**config.mk**
```make
export PLATFORM = sky130hd
export DESIGN_NAME = led_status_pattern
export DESIGN_NICKNAME = d
export VERILOG_FILES = /design/src/rtl/led_status_pkg.sv /design/src/rtl/led_phase_timer.sv /design/src/rtl/led_err_window.sv /design/src/rtl/led_status_pattern.sv
export SDC_FILE = /design/constraint.sdc
export NUM_CORES = 1
export LEC_CHECK = 0
export BUFFER_PORTS_ARGS = -buffer_cell sky130_fd_sc_hd__buf_2
export CORE_ASPECT_RATIO = 0.5
export CORE_MARGIN = 5
export CORE_UTILIZATION = 50
export DETAILED_ROUTE_END_ITERATION = 6
export PLACE_DENSITY = 0.66
export SKIP_CTS_REPAIR_TIMING = 1
export SLEW_MARGIN = 25
export SYNTH_ARGS = -nofsm -noshare
export SYNTH_HDL_FRONTEND = slang
export SYNTH_SLANG_ARGS = --single-unit
```
**constraint.sdc**
```tcl
create_clock -name clk_i -period 2.6 [get_ports clk_i]
set_clock_uncertainty 0.2 [all_clocks]
set_input_delay 0.13 -clock clk_i [delete_from_list [all_inputs] [get_ports clk_i]]
set_output_delay 0.13 -clock clk_i [all_outputs]
set_load 0.02 [all_outputs]
```
**src/rtl/led_status_pkg.sv**
```systemverilog
package led_status_pkg;

  typedef enum logic [2:0] {
    ST_IDLE    = 3'd0,
    ST_SEARCH  = 3'd1,
    ST_POWERED = 3'd2,
    ST_FAULT   = 3'd3,
    ST_HOLD    = 3'd4
  } port_state_e;

  // blinking states take their half-period from the rate class
  function automatic logic is_blinking(input logic [2:0] code);
    return (code == ST_SEARCH) || (code == ST_FAULT) || (code == ST_HOLD);
  endfunction

  function automatic logic is_fast(input logic [2:0] code);
    return (code == ST_FAULT) || (code == ST_HOLD);
  endfunction

  // last count value of a half-period (count runs 0 .. half-1)
  function automatic int unsigned half_last(input logic [2:0] code,
                                            input int unsigned slow_half,
                                            input int unsigned fast_half);
    return (is_fast(code) ? fast_half : slow_half) - 1;
  endfunction

endpackage

```
**src/rtl/led_phase_timer.sv**
```systemverilog
module led_phase_timer #(
  parameter int unsigned SLOW_HALF = 333,
  parameter int unsigned FAST_HALF = 50,
  localparam int unsigned CW = $clog2(SLOW_HALF + 1)
) (
  input  logic       clk_i,
  input  logic       rst_ni,
  input  logic       tick_i,
  input  logic       restart_i,
  input  logic [2:0] code_i,
  output logic       phase_o
);
  import led_status_pkg::*;

  logic [CW-1:0] cnt_q;
  logic [CW-1:0] last_w;
  logic          wrap_w;

  assign last_w = CW'(half_last(code_i, SLOW_HALF, FAST_HALF));
  assign wrap_w = tick_i && !restart_i && (cnt_q >= last_w);

  always_ff @(posedge clk_i) begin
    if (!rst_ni || restart_i) begin
      cnt_q   <= '0;
      phase_o <= 1'b1;
    end else if (tick_i) begin
      if (wrap_w) begin
        cnt_q   <= '0;
        phase_o <= ~phase_o;
      end else begin
        cnt_q <= cnt_q + 1'b1;
      end
    end
  end

  assert_phase_bound_R2: assert property (@(posedge clk_i) disable iff (!rst_ni)
    (!restart_i && is_blinking(code_i)) |-> (cnt_q <= last_w));

  assert_hold_no_tick_R8: assert property (@(posedge clk_i) disable iff (!rst_ni)
    (!tick_i && !restart_i) |=> $stable(phase_o));

endmodule

```
**src/rtl/led_err_window.sv**
```systemverilog
module led_err_window #(
  parameter int unsigned WIN_TICKS = 2000,
  localparam int unsigned WW = $clog2(WIN_TICKS + 1)
) (
  input  logic clk_i,
  input  logic rst_ni,
  input  logic tick_i,
  input  logic restart_i,
  input  logic active_i,
  output logic done_pulse_o,
  output logic expired_o
);
  logic [WW-1:0] win_q;
  logic          hit_w;

  assign hit_w = active_i && tick_i && !restart_i && !expired_o &&
                 (win_q == WW'(WIN_TICKS - 1));

  always_ff @(posedge clk_i) begin
    if (!rst_ni || restart_i) begin
      win_q        <= '0;
      expired_o    <= 1'b0;
      done_pulse_o <= 1'b0;
    end else begin
      done_pulse_o <= hit_w;
      if (hit_w) expired_o <= 1'b1;
      if (active_i && tick_i && !expired_o && !hit_w) win_q <= win_q + 1'b1;
    end
  end

  assert_done_single_R5: assert property (@(posedge clk_i) disable iff (!rst_ni)
    done_pulse_o |=> !done_pulse_o);

  assert_done_after_expiry_R5: assert property (@(posedge clk_i) disable iff (!rst_ni)
    done_pulse_o |-> expired_o);

endmodule

```
**src/rtl/led_status_pattern.sv**
```systemverilog
module led_status_pattern #(
  parameter int unsigned SLOW_HALF_MS = 333,
  parameter int unsigned FAST_HALF_MS = 50,
  parameter int unsigned ERR_WIN_MS   = 2000
) (
  input  logic       clk_i,
  input  logic       rst_ni,
  input  logic       ms_tick_i,
  input  logic [2:0] state_i,
  output logic       led_o,
  output logic       err_done_o
);
  import led_status_pkg::*;

  logic [2:0] state_q;
  logic       state_change_w;
  logic       phase_w;
  logic       win_expired_w;
  logic       win_done_w;
  logic       in_fault_w;

  always_ff @(posedge clk_i) begin
    if (!rst_ni) state_q <= ST_IDLE;
    else         state_q <= state_i;
  end

  assign state_change_w = (state_i != state_q);
  assign in_fault_w     = (state_q == ST_FAULT);

  led_phase_timer #(
    .SLOW_HALF(SLOW_HALF_MS),
    .FAST_HALF(FAST_HALF_MS)
  ) u_phase (
    .clk_i    (clk_i),
    .rst_ni   (rst_ni),
    .tick_i   (ms_tick_i),
    .restart_i(state_change_w),
    .code_i   (state_q),
    .phase_o  (phase_w)
  );

  led_err_window #(
    .WIN_TICKS(ERR_WIN_MS)
  ) u_window (
    .clk_i       (clk_i),
    .rst_ni      (rst_ni),
    .tick_i      (ms_tick_i),
    .restart_i   (state_change_w),
    .active_i    (in_fault_w),
    .done_pulse_o(win_done_w),
    .expired_o   (win_expired_w)
  );

  always_comb begin
    unique case (state_q)
      ST_POWERED: led_o = 1'b1;
      ST_SEARCH,
      ST_HOLD:    led_o = phase_w;
      ST_FAULT:   led_o = phase_w && !win_expired_w;
      default:    led_o = 1'b0;
    endcase
  end

  assign err_done_o = win_done_w;

  assert_idle_dark_R1: assert property (@(posedge clk_i) disable iff (!rst_ni)
    (state_i == 3'd0 && !state_change_w) |=> !led_o);

  assert_powered_lit_R3: assert property (@(posedge clk_i) disable iff (!rst_ni)
    (state_i == 3'd2) |=> led_o);

  assert_hold_no_done_R6: assert property (@(posedge clk_i) disable iff (!rst_ni)
    (state_q == 3'd4) |-> !err_done_o);

  assert_restart_lit_R7: assert property (@(posedge clk_i) disable iff (!rst_ni)
    (state_change_w && is_blinking(state_i)) |=> led_o);

  assert_unused_dark_R9: assert property (@(posedge clk_i) disable iff (!rst_ni)
    (state_i >= 3'd5) |=> !led_o);

endmodule

```
==> impl_results.md <==
- Longest Clk Path Bufs: 2
- Commonest non-fill, non-tap cells in the layout: dfxtp_1, nor2_1, nand2_1
- Core ar.: 0.00264 mm^2
- Final GP Congestion: 0.836
- Design area: 0.00164 mm^2
- Unrepaired setup endpoints after global routing: false
- Tcrit/Tclk final: 0.922
- Critical Path AT: 2.39 ns
- Cell Pwr Density: 422 mW/mm^2
- Layout cell share with drive strength beyond 1: 0.148
- Root buffer cell: clkbuf_8
- Worst Max-Slew Pin Slew: 0.357 ns
- Commonest non-fill, non-tap cell in the layout: dfxtp_1
- Drt total wl: 2780 um
- DRC: 0
- Cell Area, Synth: 0.00140 mm^2
- Final hold vios: 0
- Element type at the critical path start: flop
- Clk slew on worst S/H paths: 0.09 ns
- Tmin final: 2.40 ns
- Post-Layout Cell Count: 219
- Max Freq: 417 MHz
- # rows: 13
- Yosys warns: 0
- Sequential area share after synthesis: 0.373
- Via count: 1176
- Total CTS buffers: 3
- Starting density of the core: 0.530
- Initial antenna violation count: 0
- Detailed placement HPWL: 1970 um
- Wirelength per Cell: 12.7 um
- Global-route wire length before repair: 4620 um
- Placed Cells: 209
- Cell Area, Placed: 0.00152 mm^2
- Global Route Usage Sum: 0.147
- Ys flop type: dfxtp_1
- VDD IR-drop max: 0.349 mV
- 1st-pass router iterations: 4
- PortBufs: 7
- Die W: 84.7 um
- Setup violations, final: 0
- Final-stage net count: 199
- P&R area growth vs syn: 17.7%
- Chip Height: 47.4 um
- Syn Inst Count: 160
- I/O pins: 8
- Number of global-route vias before repair: 1054
- CTS tree: built
- Worst-path maximum fanout: 6
- Number of clock sinks: 26
- Slew headroom: 0.762
- Setup CP Type: reg -> reg
- Reg2Reg Launch Point: state_q[2]$_SDFF_PN0_
- Critical Path Source: state_q[2]$_SDFF_PN0_
- Grt ovf: 0
- Worst min path class: in -> reg
- Pleak: 0.621 nW
- Post-synth EDFFs: 0
- Syn nets: 175
- Yosys reg bits: 26
- Yosys cell types: 39
- Post-synthesis async set-or-reset flop share: 0
- CP required: 2.59 ns
- Pins Over Slew Limit: 0
- CP Capture Type: flop
- Die ar.: 0.00401 mm^2
- Status: complete, no violations
- Max-capacitance violation count: 0
- Iter 0 DRT Violations: 33
- Skew-Pair Late Insertion Delay: 0.27 ns
- Pin count of the biggest net entering global routing: 19
- Setup_tns: 0 ns
- Post-DRT Antenna Nets: 0
- Htree depth: 1
- HP Start: rst_ni
- Syn_area_per_cell: 8.73 um^2
- Ant diodes: 0
- Post-DR vias/cell: 5.37
-- report_power, final --
group	switching, mW	internal (mW)
Combinational	0.0358	0.0287
Clock	0.122	0.104
Sequential	0.00284	0.401
-- cell type report --
cell class              count  area (um^2)
fillers                   240          991
well taps                  37         46.3
inverters                   8         30.0
repair buffers             22          165
flip-flops and latches     26          522
clock buffers               3         41.3
multi-input cells         123          840
-- metrics by stage --
| step | worst slack (ns) | total power, mW | hold WS, ns | util |
|---|---|---|---|---|
| after floorplan | 0.112 | 0.447 | 0.0517 | - |
| after CTS | 0.0767 | 0.695 | -0.123 | 0.594 |
| after global routing | 0.00747 | 0.729 | 0.160 | 0.624 |
| final | 0.202 | 0.694 | 0.150 | 0.624 |
| after global placement | 0.186 | 0.467 | 0.159 | 0.578 |
| after detailed placement | 0.0978 | 0.468 | 0.163 | 0.578 |
-- Yosys cell counts, types with 2 or more instances --
library cell  count  area [um^2]
inv_1             7         26.3
xor2_1           11         96.3
nand2_1          13         48.8
ha_1              9          113
mux2i_1           2         20.0
nand4_1           5         31.3
nor2_1           18         67.6
nand3_1           8         40.0
xnor2_1           5         43.8
and2_1            3         18.8
clkbuf_1          2         7.51
nor3_1           12         60.1
dfxtp_1          26          521
a21oi_1           7         35.0
o211ai_1          7         52.6
or4b_1            2         20.0
-- cells by family (layout without fill, tap and decap cells) --
group | count (synthesis) | count (layout) | share of synthesized area
AO/OA/AOI/OAI | 26 | 26 | 0.136
XOR/XNOR | 16 | 16 | 0.100
adder cells (fa/ha/maj) | 9 | 9 | 0.0806
buffers and inverters | 11 | 33 | 0.0349
flip-flops | 26 | 26 | 0.373
multiplexers | 2 | 2 | 0.0143
AND/OR/NAND/NOR | 70 | 70 | 0.261
-- final timing paths --
path                                         end  slack (ns)  depth (start not counted)
setup / recovery   u_phase.cnt_q[5]$_SDFFE_PP0P_        0.20                         10
hold reg to reg   u_window.win_q[8]$_SDFFE_PP0P_        0.30                          2
setup reg to reg   u_phase.cnt_q[5]$_SDFFE_PP0P_        0.20                         10
hold / removal     u_phase.cnt_q[6]$_SDFFE_PP0P_        0.15                          3
-- sequential cells by signal (all words and copies together) (netlist names) --
| signal | cells |
|---|---|
| u_phase.cnt_q | 9 |
| u_phase.phase_o | 1 |
| u_window.win_q | 11 |
| u_window.expired_o | 1 |
| state_q | 3 |
| u_window.done_pulse_o | 1 |
-- layer usage --
layer  wire (um)  part of all wire  track usage
met5           0                 0            0
met4           8            0.0029       0.0284
met3          64             0.023       0.0490
met2        1330              0.48        0.269
met1        1380              0.50        0.175
-- critical path, stage by stage (launching register included) --
cell and delay (ns):
dfxtp_2 0.36, inv_1 0.06, or3_1 0.30, nand2_1 0.11
buf_4 0.14, ha_1 0.24, a211o_1 0.28, a21oi_2 0.19
a211oi_2 0.11, buf_4 0.17, nor3_1 0.17
Note: power is estimated with default switching activity, not from simulation.
